**src/rtl/mstat_pkg.sv**
```systemverilog
// Shared constants and types for the modem status register.
// Assumes a 3-bit task code and an 8-bit status word.
package mstat_pkg;

    localparam int TASK_W    = 3;
    localparam int STAT_W    = 8;
    localparam int IRQ_BIT   = 7;
    localparam int BFREE_BIT = 6;
    localparam int IBE_BIT   = 5;
    localparam int QUAL_BIT  = 4;
    localparam int OVF_BIT   = 3;

    // Task codes that are not data tasks
    typedef enum logic [TASK_W-1:0] {
        TASK_NULL   = 3'b000,
        TASK_RESET  = 3'b001,
        TASK_TXSTOP = 3'b010
    } task_code_t;

    // Index of each level flag inside the edge detector vector
    localparam int LVL_IBE  = 0;
    localparam int LVL_QUAL = 1;
    localparam int LVL_OVF  = 2;
    localparam int N_LVL    = 3;

    // True for any task code that occupies the data buffer
    function automatic logic is_data_task(input logic [TASK_W-1:0] code);
        return (code != TASK_NULL) && (code != TASK_RESET) && (code != TASK_TXSTOP);
    endfunction

endpackage

```
**src/rtl/mstat_mode_watch.sv**
```systemverilog
// Detects a change of the power-save or transmit/receive mode field
// against the value held in the previous cycle.
// Assumes both fields read 0 out of reset.
module mstat_mode_watch (
    input  logic clk,
    input  logic rst_n,
    input  logic psave,
    input  logic txsel,
    output logic changed
);
    logic psave_q;
    logic txsel_q;

    // Hold last cycle's mode fields
    always_ff @(posedge clk) begin
        if (!rst_n) begin
            psave_q <= 1'b0;
            txsel_q <= 1'b0;
        end else begin
            psave_q <= psave;
            txsel_q <= txsel;
        end
    end

    // Any difference counts as a mode change this cycle
    always_comb begin
        changed = (psave != psave_q) || (txsel != txsel_q);
    end
endmodule

```
**src/rtl/mstat_bfree.sv**
```systemverilog
// Buffer-free flag. Priority: silent set > data-task clear > completion set.
// Only a completion that finds the flag at 0 requests an interrupt.
// Assumes the completion input is a single-cycle pulse.
module mstat_bfree (
    input  logic clk,
    input  logic rst_n,
    input  logic silent_set,
    input  logic data_clr,
    input  logic done,
    output logic bfree,
    output logic irq_req
);
    logic bfree_nxt;

    // Resolve the competing causes for the next flag value
    always_comb begin
        irq_req = 1'b0;
        if (silent_set) begin
            bfree_nxt = 1'b1;
        end else if (data_clr) begin
            bfree_nxt = 1'b0;
        end else if (done) begin
            bfree_nxt = 1'b1;
            irq_req   = !bfree;
        end else begin
            bfree_nxt = bfree;
        end
    end

    // Flag register, free out of reset
    always_ff @(posedge clk) begin
        if (!rst_n) bfree <= 1'b1;
        else        bfree <= bfree_nxt;
    end
endmodule

```
**src/rtl/mstat_flag_edges.sv**
```systemverilog
// Registers N level flags and reports qualified 0-to-1 transitions.
// A transition is seen in the cycle the level first reads 1,
// so the request lines up with the edge that stores the flag.
module mstat_flag_edges #(
    parameter int N = 3
) (
    input  logic         clk,
    input  logic         rst_n,
    input  logic [N-1:0] level,
    input  logic [N-1:0] qual,
    output logic [N-1:0] flag_q,
    output logic [N-1:0] rise_req
);
    for (genvar i = 0; i < N; i++) begin : g_flag
        // Store the current level of flag i
        always_ff @(posedge clk) begin
            if (!rst_n) flag_q[i] <= 1'b0;
            else        flag_q[i] <= level[i];
        end

        // Rising transition of flag i, gated by its qualifier
        always_comb begin
            rise_req[i] = level[i] && !flag_q[i] && qual[i];
        end
    end
endmodule

```
**src/rtl/mstat_irq_acc.sv**
```systemverilog
// Sticky interrupt flag. Any request sets it; a host read clears it,
// but a request in the read cycle wins so no event is lost.
module mstat_irq_acc #(
    parameter int N_SRC = 4
) (
    input  logic             clk,
    input  logic             rst_n,
    input  logic [N_SRC-1:0] req,
    input  logic             rd,
    output logic             irq
);
    // Set-dominant accumulate with clear on read
    always_ff @(posedge clk) begin
        if (!rst_n)     irq <= 1'b0;
        else if (|req)  irq <= 1'b1;
        else if (rd)    irq <= 1'b0;
    end
endmodule

```
**src/rtl/modem_stat_irq.sv**
```systemverilog
// Top of the modem status and interrupt register.
// Combines buffer-free tracking, level flag edges and the sticky
// interrupt into one status word, and drives the active-low pin.
// Assumes command and mode inputs are synchronous to clk.
module modem_stat_irq #(
    parameter int FILL_W    = 6,
    parameter int IBE_LIMIT = 2
) (
    input  logic                        clk,
    input  logic                        rst_n,
    input  logic                        host_rd,
    input  logic                        cmd_wr,
    input  logic [mstat_pkg::TASK_W-1:0] cmd_task,
    input  logic                        mode_psave,
    input  logic                        mode_tx,
    input  logic                        mode_irq_en,
    input  logic                        mode_qual_irq_en,
    input  logic                        task_done,
    input  logic [FILL_W-1:0]           ilv_fill,
    input  logic                        qual_rdy,
    input  logic                        rx_ovf,
    output logic [mstat_pkg::STAT_W-1:0] stat_word,
    output logic                        irq_n
);
    import mstat_pkg::*;

    localparam int N_SRC = N_LVL + 1;
    localparam logic [FILL_W-1:0] FILL_LIMIT = FILL_W'(IBE_LIMIT);

    logic             mode_chg;
    logic             silent_set;
    logic             data_clr;
    logic             bfree;
    logic             bfree_irq;
    logic [N_LVL-1:0] lvl;
    logic [N_LVL-1:0] lvl_qual;
    logic [N_LVL-1:0] lvl_q;
    logic [N_LVL-1:0] lvl_rise;
    logic [N_SRC-1:0] irq_src;
    logic             irq;

    mstat_mode_watch u_mode (
        .clk     (clk),
        .rst_n   (rst_n),
        .psave   (mode_psave),
        .txsel   (mode_tx),
        .changed (mode_chg)
    );

    // Classify this cycle's command and mode activity
    always_comb begin
        silent_set = mode_chg || (cmd_wr && (cmd_task == TASK_RESET));
        data_clr   = cmd_wr && is_data_task(cmd_task);
    end

    mstat_bfree u_bfree (
        .clk        (clk),
        .rst_n      (rst_n),
        .silent_set (silent_set),
        .data_clr   (data_clr),
        .done       (task_done),
        .bfree      (bfree),
        .irq_req    (bfree_irq)
    );

    // Present levels and interrupt qualifiers of the edge-tracked flags
    always_comb begin
        lvl[LVL_IBE]       = mode_tx && (ilv_fill < FILL_LIMIT);
        lvl[LVL_QUAL]      = qual_rdy;
        lvl[LVL_OVF]       = rx_ovf;
        lvl_qual[LVL_IBE]  = !silent_set;
        lvl_qual[LVL_QUAL] = mode_qual_irq_en;
        lvl_qual[LVL_OVF]  = 1'b1;
    end

    mstat_flag_edges #(
        .N (N_LVL)
    ) u_edges (
        .clk      (clk),
        .rst_n    (rst_n),
        .level    (lvl),
        .qual     (lvl_qual),
        .flag_q   (lvl_q),
        .rise_req (lvl_rise)
    );

    // Gather every interrupt request source
    always_comb begin
        irq_src = {bfree_irq, lvl_rise};
    end

    mstat_irq_acc #(
        .N_SRC (N_SRC)
    ) u_irq (
        .clk   (clk),
        .rst_n (rst_n),
        .req   (irq_src),
        .rd    (host_rd),
        .irq   (irq)
    );

    // Assemble the status word at fixed bit positions
    always_comb begin
        stat_word            = '0;
        stat_word[IRQ_BIT]   = irq;
        stat_word[BFREE_BIT] = bfree;
        stat_word[IBE_BIT]   = lvl_q[LVL_IBE];
        stat_word[QUAL_BIT]  = lvl_q[LVL_QUAL];
        stat_word[OVF_BIT]   = lvl_q[LVL_OVF];
    end

    // Pin pulled low only for an enabled pending interrupt
    always_comb begin
        irq_n = !(irq && mode_irq_en);
    end
endmodule

```
**config.mk**
```make
export PLATFORM = sky130hd
export DESIGN_NAME = modem_stat_irq
export DESIGN_NICKNAME = d
export VERILOG_FILES = /design/src/rtl/mstat_pkg.sv /design/src/rtl/mstat_mode_watch.sv /design/src/rtl/mstat_bfree.sv /design/src/rtl/mstat_flag_edges.sv /design/src/rtl/mstat_irq_acc.sv /design/src/rtl/modem_stat_irq.sv
export SDC_FILE = /design/constraint.sdc
export NUM_CORES = 1
export LEC_CHECK = 0
export BUFFER_PORTS_ARGS = -buffer_cell sky130_fd_sc_hd__buf_2
export CORE_AREA = 2 2 39 41
export CTS_BUF_LIST = sky130_fd_sc_hd__clkbuf_4
export CTS_CLUSTER_SIZE = 8
export DETAILED_ROUTE_END_ITERATION = 12
export DIE_AREA = 0 0 41 43
export HOLD_SLACK_MARGIN = 0.06
export PLACE_DENSITY = 0.62
export SYNTH_ARGS = -nofsm -noshare
export SYNTH_HDL_FRONTEND = slang
export SYNTH_SLANG_ARGS = --single-unit
```
**constraint.sdc**
```tcl
create_clock -name clk -period 0.9 [get_ports clk]
set_clock_uncertainty 0.05 [all_clocks]
set_input_delay 0.18 -clock clk [delete_from_list [all_inputs] [get_ports clk]]
set_output_delay 0.18 -clock clk [all_outputs]
set_load 0.01 [all_outputs]
```
# Yosys cells after proc, flatten, opt, wreduce, memory -nomap -nowiden
# Index checks and enable logic that the tools add are counted.
# totals
ff_bits,7
inputBits,20
output_inout_bits,9
# op_classes
order_cmp,1
n_eq_ne,5
mux,7
bitwise,1
reduce_logical,24
# ops
op,n
logical AND 1 bit,11
two-way mux 1 bit,7
logical NOT 1 bit,6
"< comparator 6 x 2 -> 1 bit, second input constant",1
nonzero test 2 bit,2
OR reduction 4 bit,1
"== test 3 x 1 -> 1 bit, second input constant",1
"!= test 3 x 1 -> 1 bit, second input constant",1
"!= test 3 x 2 -> 1 bit, second input constant",1
nonzero test 3 bit,1
logical OR 1 bit,2
!= test 1 bit,2
OR reduction 2 bit,1
NOT 1 bit,1

# Logic depth before layout (Yosys ltp)
# Gate-level depths: netlist of run 1.
# logic_depth
word_depth,8
depth_mapped,4
mapped_depth_nobuf,4

# Modules after synthesis
# A second synthesis of run 1 with hierarchy kept.
# unflattened
cells_unflattened,40
hier_area_um2,376.6
# modules_own_cells
mod,instances,cells_per_inst,area_per_inst_um2,seq_area_each_um2
mstat_flag_edges,1,9,105.1,60.1
modem_stat_irq,1,15,100.1,0.0
mstat_mode_watch,1,7,75.1,40.0
mstat_bfree,1,5,50.0,20.0
mstat_irq_acc,1,4,46.3,20.0

# Worst setup path before layout of run 1
# OpenSTA, ideal clock, no wires.
# synth_timing
path_type,register -> register
from,register u_mode.txsel_q
to,register u_bfree.bfree
t_arrival_ns,0.725
setup_slack_ns,-0.005
path_stages_with_launch,5
n_path_buf,0
synth_period_minus_slack_ns,0.905
cell_sequence,dfxtp_1 xnor2_1 nand2_1 nor3_1 o21ai_0
# synth_via
elab_chain_cells,4
# synth_lines
element,line,text
from (decl),mstat_mode_watch.sv:12,logic txsel_q;
from (signal assigned),mstat_mode_watch.sv:21,txsel_q <= txsel;
!= test 1 bit,mstat_mode_watch.sv:27,changed = (psave != psave_q) || (txsel != txsel_q);
logical OR 1 bit,mstat_mode_watch.sv:27,
logical OR 1 bit,modem_stat_irq.sv:52,silent_set = mode_chg || (cmd_wr && (cmd_task == TASK_RESET));
OR reduction 2 bit (no line),--,
to (signal assigned),mstat_bfree.sv:33,else bfree <= bfree_nxt;
to (decl),mstat_bfree.sv:10,"output logic bfree,"
# No other way between the ends.
# A chain may end at the register's enable or synchronous reset.

# Worst setup path in the final report of run 1
# layout_timing
from,register u_irq.irq
to,output port irq_n
# layout_via
elab_chain_cells,2
# layout_lines
element,line,text
from (decl),mstat_irq_acc.sv:10,output logic irq
from (signal assigned),mstat_irq_acc.sv:14,if (!rst_n) irq <= 1'b0;
from (signal assigned),mstat_irq_acc.sv:15,else if (|req) irq <= 1'b1;
from (signal assigned),mstat_irq_acc.sv:16,else if (rd) irq <= 1'b0;
logical AND 1 bit,modem_stat_irq.sv:114,irq_n = !(irq && mode_irq_en);
logical NOT 1 bit,modem_stat_irq.sv:114,
to (decl),modem_stat_irq.sv:23,output logic irq_n
# No other way between the ends.

==> summary.md, run 1 <==
| Metric | Value |
|---|---|
| Sequential fraction of the synthesis area | `41.3%` |
| Gate Count Post-Synth | `38` |
| Yosys warns | `0` |
| Syn Area/Cell | `a little under 9 um^2` |
| Status | `finished, violations left` |
| Die width | `41 um` |
| Unrepaired setup endpoints after global routing | `true` |
| CP startpoint | `u_irq.irq` |
| CTS Buffer Depth | `2` |
| Total I/O pin count | `29` |
| Initial antenna violation count | `0` |
| Vias in the first global route | `301` |
| Final instance area | `around 520 um^2` |
| Global-route wire length before repair | `1.06 mm` |
| Post-DP HPWL | `about 550 um` |
| N_diodes | `0` |
| Clk slew on worst S/H paths | `approximately 0.050 ns` |
| Crit path cell chain | `nand2_1, buf_2` |
| Worst vdd ir | `around 600 uV` |
| Critical Path RT | `0.67 ns` |
| Cell Pwr Density | `1510 nW/um^2` |
| Post-route ant nets | `0` |
| Critical Path Max Stage Delay | `0.33 ns` |
| Worst setup margin | `-0.0763 ns` |
| Final Wtd Congestion | `0.601` |
| Ys flop type | `dfxtp_1` |
| Hold Violations, Final | `0` |
| Share of cells above drive strength 1 | `a little under three fifths` |
| Critical path class | `reg2out` |
| Row count | `14` |
| Hold Slack | `~0.094 ns` |
| CP Launch Type | `flop` |
| Most common library cells after synthesis | `dfxtp_1 (7), buf_4 (5), and2_1 (4), nand2_1 (4)` |
| Placed cell area | `449 um^2` |
| WL final | `685 um` |
| Synth async-reset ratio | `0%` |
| Largest area contributor in the netlist | `dfxtp_1` |
| Input/output buffers | `24` |
| HP Class | `in2reg` |
| Nets | `between 80 and 90` |
| CP Max Fanout | `3` |
| Drt pass-1 iters | `4` |
| CP bufs+invs | `1` |
| Tot GR Track Use | `9.37%` |
| CTS root buf | `clkbuf_4` |
| Vias per Instance | `4.18` |
| Failing checks | `negative setup slack` |
| Critical path arrival | `about 0.75 ns` |
| MaxCap Viol Count | `0` |
| Hold-fix buffers, CTS | `0` |
| Area contributors post-synth | `dfxtp_1 (41%), buf_4 (11%), and2_1 (7.4%)` |
| Die Y | `roughly 43 um` |
| EDFF count, synth | `0` |
| Synth top area share | `41.3%` |
| Fmax | `between 1000 and 1500 MHz` |
| Tcrit/Tclk final | `108%` |
| CTS Buf Count | `3` |
| Core ar. | `roughly 1400 um^2` |
| Clk_lat worst skew | `~0.25 ns` |
| Htree depth | `1` |
| Hold Startpoint | `qual_rdy` |
| Starting Density | `24.5%` |
| Reg2Reg Launch Point | `u_mode.psave_q` |
| Yosys cell types | `20` |
| Area growth from synthesis to layout | `52.4%` |
| Via Count | `330` |
| #FFs+latches synth | `7` |
| Final setup vio count | `8` |
| Slowest stage cell, crit path | `dfxtp_2` |
| Top-count cell post-synth | `dfxtp_1` |
| DRC | `0` |
| Grt ovf | `0` |
| Pleak | `0.255 nW` |
| Starting DRT DRC Count | `3` |
| Worst Setup End Kind | `output port` |
| Max-slew violations | `0` |
| Minimum clock period | `between 0.9 and 1 ns` |
| Post-Syn Area | `339 um^2` |
| Die area | `1760 um^2` |
| Number of clock sinks | `7` |
| Crit-path leading delay family | `flip-flops` |
| Largest net degree at the start of global routing | `8` |
| Routed wire per std cell | `8.67 um` |
| CTS tree | `yes` |
## where the power goes
part,internal [W],switching (W)
Sequential,0.000328,0.00000918
Combinational,0.0000692,0.0000535
Clock,0.000199,0.000119
## per-layer routing
metal / track usage [%] / part of all wire, %
met2: 13.4 / 49
met3: 4.71 / 11
met1: 9.42 / 39
met4: 8.00 / 0
met5: 0 / 0
## state kept, by name, indices dropped and copies added (netlist names)
name,flops
u_mode.txsel_q,1
u_edges.flag_q,3
u_irq.irq,1
u_bfree.bfree,1
u_mode.psave_q,1
## area by class of cell
cell class	count	area, um^2
tap	16	20.0
clock buffer	4	30.0
multi-input combinational	26	166
sequential	7	148
inverter	2	7.51
timing repair buffer	24	145
fill	147	867
## kinds of logic after synthesis
group           share of synthesized area [%]
xor+xnor                                 5.17
other cells                              1.11
simple gates                             28.4
flops                                    41.3
buf+inv                                  13.3
compound gates                           10.7
## worst paths after layout
path	end	slack (ns)	cells past startpoint
max	irq_n	-0.08	2
min reg2reg	u_bfree.bfree	0.47	2
min	u_edges.flag_q[1]	0.09	2
max reg2reg	u_irq.irq	-0.04	3
## timing repair
action / 4_1_cts / 5_1_grt
hold endpoints to repair: 0 / 0
pin swaps: 1 / 0
setup endpoints to repair: 8 / 8
resized for setup: 12 / 0
buffers inserted: 0 / 0
## cells in the final DEF, fill, tap and decap left out
cell type / n
buf_2: 20
dfxtp_2: 6
nand2_1: 4
and2_1: 4
clkbuf_4: 4
buf_6: 4
conb_1: 3
inv_1: 2
nor2_1: 2
nor4bb_1: 1
xor2_1: 1
xnor2_1: 1
nor3_2: 1
a21oi_1: 1
nor2b_1: 1
nor4b_2: 1
o32ai_1: 1
nand2b_1: 1
o221ai_1: 1
a22o_1: 1
o21ai_1: 1
and3_1: 1
dfxtp_1: 1
## metrics by stage
stage / total power [W] / utilization [%] / setup TNS [ns] / std cells / setup slack (ns)
2_1_floorplan: 0.000406 / - / -0.00511 / 40 / -0.00511
3_3_place_gp: 0.000452 / 32.5 / -0.253 / 75 / -0.161
3_5_place_dp: 0.000454 / 32.5 / -0.255 / 75 / -0.171
4_1_cts: 0.000797 / 37.3 / -0.297 / 79 / -0.0956
5_1_grt: 0.000832 / 37.3 / -0.614 / 79 / -0.132
6_report: 0.000779 / 37.3 / -0.204 / 79 / -0.0763
(Power assumes the default switching activity.)
==> run 2: changes to the inputs <==
==> constraint.sdc (replaced) <==
create_clock -name clk -period 0.9 [get_ports clk]
set_clock_uncertainty 0.05 [all_clocks]
set_input_delay 0.18 -clock clk [delete_from_list [all_inputs] [get_ports clk]]
set_output_delay 0.18 -clock clk [all_outputs]
set_load 0.05 [all_outputs]
==> run 2 against run 1 <==
Net effect: the flow still finishes with violations (negative setup slack); clock power about the same; via count up 3.0%; first-iteration DRC count down 100%; final area up 9.4%; maximum frequency down 4.7%; largest cell class unchanged; die area unchanged; count of clock-buffer cells in the layout unchanged; setup slack worse by 0.048 ns; worst hold slack better by 0.0021 ns; sequential cell count unchanged; sequential share of layout area down 1.1 points; final cell count up 1.3%; critical endpoint is now stat_word[7]; largest power group unchanged.
==> summary.md, run 2 (same netlist as run 1, synthesis figures left out) <==
| Metric | Value |
|---|---|
| CP Launch Type | `flop (unchanged)` |
| CTS root buf | `clkbuf_4 (unchanged)` |
| Max-slew violations | `0 (unchanged)` |
| Logic pwr share | `23.5% (was 15.8%)` |
| Post-DP HPWL | `573 um (was 551 um)` |
| CTS tree | `yes (unchanged)` |
| Largest net degree at the start of global routing | `8 (unchanged)` |
| Starting DRT DRC Count | `0 (was 3)` |
| Fmax | `976 MHz (was 1020 MHz)` |
| Pleak | `0.273 nW (was 0.255 nW)` |
| Cell Pwr Density | `1510 nW/um^2 (about the same)` |
| Total I/O pin count | `29 (unchanged)` |
| Largest Register | `u_edges.flag_q (unchanged)` |
| Vias per Instance | `4.25 (was 4.18)` |
| WL final | `679 um (was 685 um)` |
| Global-route wire length before repair | `1.23 mm (was 1.06 mm)` |
| Die area | `1760 um^2 (unchanged)` |
| Core ar. | `1380 um^2 (unchanged)` |
| Die width | `41 um (unchanged)` |
| Input/output buffers | `24 (unchanged)` |
| Final Wtd Congestion | `0.672 (was 0.601)` |
| Via Count | `340 (was 330)` |
| Number of clock sinks | `7 (unchanged)` |
| Starting Density | `24.5% (unchanged)` |
| Routed wire per std cell | `8.49 um (was 8.67 um)` |
| Area growth from synthesis to layout | `66.8% (was 52.4%)` |
| HP Class | `in2reg (unchanged)` |
| CP bufs+invs | `1 (unchanged)` |
| Flop pwr share | `39.1% (was 43.3%)` |
| Row count | `14 (unchanged)` |
| Slowest stage cell, crit path | `dfxtp_2 (unchanged)` |
| Tcrit/Tclk final | `114% (was 108%)` |
| Vias in the first global route | `337 (was 301)` |
| Unrepaired setup endpoints after global routing | `true (unchanged)` |
| Share of cells above drive strength 1 | `60.9% (was 57.1%)` |
| CTS Buffer Depth | `2 (unchanged)` |
| Die Y | `43 um (unchanged)` |
| Clk_lat worst skew | `0.25 ns (about the same)` |
| DRC | `0 (unchanged)` |
| Hold Slack | `0.0963 ns (was 0.0942 ns)` |
| Critical Path RT | `0.67 ns (about the same)` |
| Post-route ant nets | `0 (unchanged)` |
| Worst setup margin | `-0.124 ns (was -0.0763 ns)` |
| Util after Layout | `40.9% (was 37.3%)` |
| Clock network power share | `37.5% (was 40.9%)` |
| Htree depth | `1 (unchanged)` |
| Critical Path Max Stage Delay | `0.34 ns (was 0.33 ns)` |
| Fill cell count | `150 (was 147)` |
| Critical path class | `reg2out (unchanged)` |
| Initial antenna violation count | `0 (unchanged)` |
| CTS Buf Count | `3 (unchanged)` |
| Crit path cell chain | `buf_4 (was nand2_1, buf_2)` |
| Clk slew on worst S/H paths | `0.05 ns (about the same)` |
| Drt pass-1 iters | `1 (was 4)` |
| Nets | `85 (was 84)` |
| Crit-path leading delay family | `flip-flops (unchanged)` |
| Max reg flops | `3 (unchanged)` |
| Most common cell after layout, fill and taps aside | `buf_2 (unchanged)` |
| Sw Pwr | `0.000247 W (was 0.000182 W)` |
| Minimum clock period | `1.02 ns (was 0.976 ns)` |
| Most frequent cells in the layout | `buf_2 (18), and2_1 (4), clkbuf_4 (4), buf_8 (4) (was buf_2 (20), dfxtp_2 (6))` |
| Grt ovf | `0 (unchanged)` |
| Total power | `0.000852 W (was 0.000779 W)` |
| MaxCap Viol Count | `0 (unchanged)` |
| Status | `finished, violations left (unchanged)` |
| Worst vdd ir | `662 uV (was 616 uV)` |
| CP Max Fanout | `3 (unchanged)` |
| Hold-fix buffers, CTS | `0 (unchanged)` |
| Sw Ratio | `29.0% (was 23.4%)` |
| Final setup vio count | `7 (was 8)` |
| Hold Violations, Final | `0 (unchanged)` |
| Critical path arrival | `0.79 ns (was 0.75 ns)` |
| Tot GR Track Use | `10.9% (was 9.37%)` |
| Worst Setup End Kind | `output port (unchanged)` |
| Failing checks | `negative setup slack (unchanged)` |
| Internal power | `0.000605 W (was 0.000597 W)` |
| N_diodes | `0 (unchanged)` |
[run 2: final cells by class]
type	instances	area (um^2)	share of cell area (%)
well taps	16	20.0	3.54
inverters	2	7.51	1.33
repair buffers	25	176	31.2
flip-flops and latches	7	155	27.4
multi-input cells	26	176	31.2
clock buffers	4	30.0	5.31
[run 2: through the flow]
| stage | setup slack (ns) | setup TNS (ns) | instances | area [um^2] |
|---|---|---|---|---|
| floorplan | -0.0678 | -0.0678 | 40 | 360 |
| global placement | -0.203 | -0.231 | 75 | 463 |
| detailed placement | -0.212 | -0.248 | 75 | 463 |
| CTS | -0.135 | -0.641 | 79 | 546 |
| global route | -0.162 | -0.900 | 80 | 566 |
| finish | -0.124 | -0.568 | 80 | 566 |
[run 2: routing by layer]
layer / routed length, um / track usage, % / vias to the layer above / share of wire (%)
met5: 0 / 0 / - / 0
met2: 354 / 17.2 / 21 / 52
li1: - / - / 171 / -
met4: 11 / 4.00 / 0 / 1.6
met1: 225 / 9.42 / 146 / 33
met3: 86 / 9.42 / 2 / 13
[run 2: final timing paths]
path | end | depth (start not counted) | slack (ns) | start
worst max-delay path | stat_word[7] | 1 | -0.12 | u_irq.irq
worst max register to register | u_irq.irq | 3 | -0.02 | u_mode.psave_q
worst min-delay path | u_edges.flag_q[2] | 2 | 0.1 | rx_ovf
worst min register to register | u_bfree.bfree | 2 | 0.48 | u_bfree.bfree
[run 2: power by group through the flow]
| stage | Sequential (W) | Combinational, W | Clock [W] |
|---|---|---|---|
| 2_1_floorplan | 0.000353 | 0.000113 | 0 |
| 3_3_place_gp | 0.000336 | 0.000175 | 0 |
| 3_5_place_dp | 0.000336 | 0.000177 | 0 |
| 4_1_cts | 0.000334 | 0.000196 | 0.000334 |
| 5_1_grt | 0.000334 | 0.000218 | 0.000357 |
| 6_report | 0.000333 | 0.000200 | 0.000319 |
[run 2: timing repair]
| action | CTS | global route |
|---|---|---|
| setup buffers | 0 | 1 |
| gates resized for setup | 19 | 3 |
| setup endpoints to repair | 8 | 8 |
| pin swaps | 0 | 0 |
==> run 3: changes to the inputs <==
==> constraint.sdc (replaced) <==
create_clock -name clk -period 0.9 [get_ports clk]
set_clock_uncertainty 0.05 [all_clocks]
set_input_delay 0.045 -clock clk [delete_from_list [all_inputs] [get_ports clk]]
set_output_delay 0.045 -clock clk [all_outputs]
set_load 0.05 [all_outputs]
==> run 3 against run 2 <==
Net effect: the flow still finishes with violations (negative setup slack); first-iteration DRC count grew 5; worst hold slack lost 0.051 ns; via count grew 10%; setup slack gained 0.10 ns; final cell count grew 10%.
==> summary.md, run 3 (same netlist as run 1, synthesis figures left out) <==
| Metric | Value |
|---|---|
| Tcrit/Tclk final | `102% (was 114%)` |
| MaxCap Viol Count | `0 (unchanged)` |
| CP Max Fanout | `2 (was 3)` |
| CTS tree | `yes (unchanged)` |
| WL final | `753 um (was 679 um)` |
| Util after Layout | `44.9% (was 40.9%)` |
| Vias in the first global route | `347 (was 337)` |
| Vias per Instance | `4.26 (was 4.25)` |
| Sum of negative setup slack | `-0.0345 ns (was -0.568 ns)` |
| Clk slew on worst S/H paths | `0.05 ns (about the same)` |
| CTS root buf | `clkbuf_4 (unchanged)` |
| Initial antenna violation count | `0 (unchanged)` |
| Final instance area | `622 um^2 (was 566 um^2)` |
| Post-DP HPWL | `570 um (was 573 um)` |
| Worst vdd ir | `882 uV (was 662 uV)` |
| Total power | `0.000876 W (was 0.000852 W)` |
| Tot GR Track Use | `10.4% (was 10.9%)` |
| Max reg flops | `3 (unchanged)` |
| Cell Pwr Density | `1410 nW/um^2 (was 1510 nW/um^2)` |
| Post-route ant nets | `0 (unchanged)` |
| Unrepaired setup endpoints after global routing | `true (unchanged)` |
| N_diodes | `0 (unchanged)` |
| Input/output buffers | `24 (unchanged)` |
| Htree depth | `1 (unchanged)` |
| Critical path class | `reg2out (unchanged)` |
| Core ar. | `1380 um^2 (unchanged)` |
| Status | `finished, violations left (unchanged)` |
| Minimum clock period | `0.920 ns (was 1.02 ns)` |
| Via Count | `375 (was 340)` |
| Largest Register | `u_edges.flag_q (unchanged)` |
| Starting DRT DRC Count | `5 (was 0)` |
| Pleak | `0.302 nW (was 0.273 nW)` |
| Total I/O pin count | `29 (unchanged)` |
| Fmax | `1090 MHz (was 976 MHz)` |
| HP Class | `in2reg (unchanged)` |
| Worst setup margin | `-0.0195 ns (was -0.124 ns)` |
| Share of cells above drive strength 1 | `54.2% (was 60.9%)` |
| CTS Buf Count | `3 (unchanged)` |
| Hold Slack | `0.0450 ns (was 0.0963 ns)` |
| Global-route wire length before repair | `1.20 mm (was 1.23 mm)` |
| Die width | `41 um (unchanged)` |
| Largest net degree at the start of global routing | `7 (was 8)` |
| Reg area | `153 um^2 (was 155 um^2)` |
| Drt pass-1 iters | `3 (was 1)` |
| Multi-input logic area | `169 um^2 (was 176 um^2)` |
| Final setup vio count | `2 (was 7)` |
| Failing checks | `negative setup slack (unchanged)` |
| Worst Setup End Kind | `output port (unchanged)` |
| Die area | `1760 um^2 (unchanged)` |
| Fill cell count | `149 (was 150)` |
| Critical path arrival | `0.82 ns (was 0.79 ns)` |
| Number of clock sinks | `7 (unchanged)` |
| DRC | `0 (unchanged)` |
| Die Y | `43 um (unchanged)` |
| Grt ovf | `0 (unchanged)` |
| Nets | `93 (was 85)` |
| Row count | `14 (unchanged)` |
| Final Wtd Congestion | `0.678 (was 0.672)` |
| CTS Buffer Depth | `2 (unchanged)` |
| Max-slew violations | `0 (unchanged)` |
| CP Launch Type | `flop (unchanged)` |
| Clk_lat worst skew | `0.26 ns (was 0.25 ns)` |
| Routed wire per std cell | `8.56 um (was 8.49 um)` |
| Starting Density | `24.5% (unchanged)` |
| Placed cell area | `470 um^2 (was 463 um^2)` |
| Critical Path RT | `0.81 ns (was 0.67 ns)` |
| Area growth from synthesis to layout | `83.4% (was 66.8%)` |
| Hold Violations, Final | `0 (unchanged)` |
| Most frequent cells in the layout | `buf_2 (18), dlygate4sd3_1 (7) (was buf_2 (18), and2_1 (4), clkbuf_4 (4), buf_8 (4))` |
| Most common cell after layout, fill and taps aside | `buf_2 (unchanged)` |
## run 3: changes by cell type in the layout (fill, tap and decap cells not counted)
cell	delta
o32ai_2	-1
dlygate4sd3_1	+7
dfxtp_4	-1
buf_8	-3
dfxtp_2	+1
o32ai_1	+1
buf_6	+3
buf_4	+1
## run 3: power by group
group	switching [W]	internal, W	total (W)	leakage [nW]
combinational	0.000119	0.000100	0.000219	0.224
clock	0.000124	0.000200	0.000324	0.0184
sequential	0.00000909	0.000323	0.000332	0.0596
total	0.000253	0.000623	0.000876	0.302
## run 3: worst paths after layout
kind | start | endpoint | slack (ns) | cells past startpoint
setup reg to reg | u_mode.psave_q | u_irq.irq | -0.02 | 3
setup / recovery | u_bfree.bfree | stat_word[6] | -0.02 | 2
hold / removal | rst_n | u_bfree.bfree | 0.05 | 4
hold reg to reg | u_mode.txsel_q | u_bfree.bfree | 0.54 | 4
## run 3: critical path, stage by stage, from the launching register on
cell	delay [ns]
dfxtp_2	0.32
buf_6	0.11
buf_8	0.14
## run 3: per-layer routing
metal	up-vias	wire [um]	track usage (%)
met5	-	0	0
met4	0	27	8.00
li1	186	-	-
met2	20	371	16.9
met3	5	85	4.71
met1	164	268	9.32
## run 3: cell type report
| cell class | count | area share (%) |
|---|---|---|
| repair buffers | 33 | 39.0 |
| multi-input cells | 26 | 27.2 |
| flip-flops and latches | 7 | 24.5 |
| clock buffers | 4 | 4.83 |
| well taps | 16 | 3.22 |
| inverters | 2 | 1.21 |
## run 3: through the flow
| step | setup WS [ns] | std cells |
|---|---|---|
| 2_1_floorplan | -0.0678 | 40 |
| 3_3_place_gp | -0.0693 | 76 |
| 3_5_place_dp | -0.0675 | 76 |
| 4_1_cts | -0.0408 | 87 |
| 5_1_grt | -0.110 | 88 |
| 6_report | -0.0195 | 88 |
## run 3: timing repair
item / in CTS / in global routing
pin swaps: 0 / 0
resized for setup: 12 / 5
hold buffers: 7 / 0
setup endpoints to repair: 8 / 6
setup buffers: 0 / 1
endpoints found under the hold margin: 7 / 0
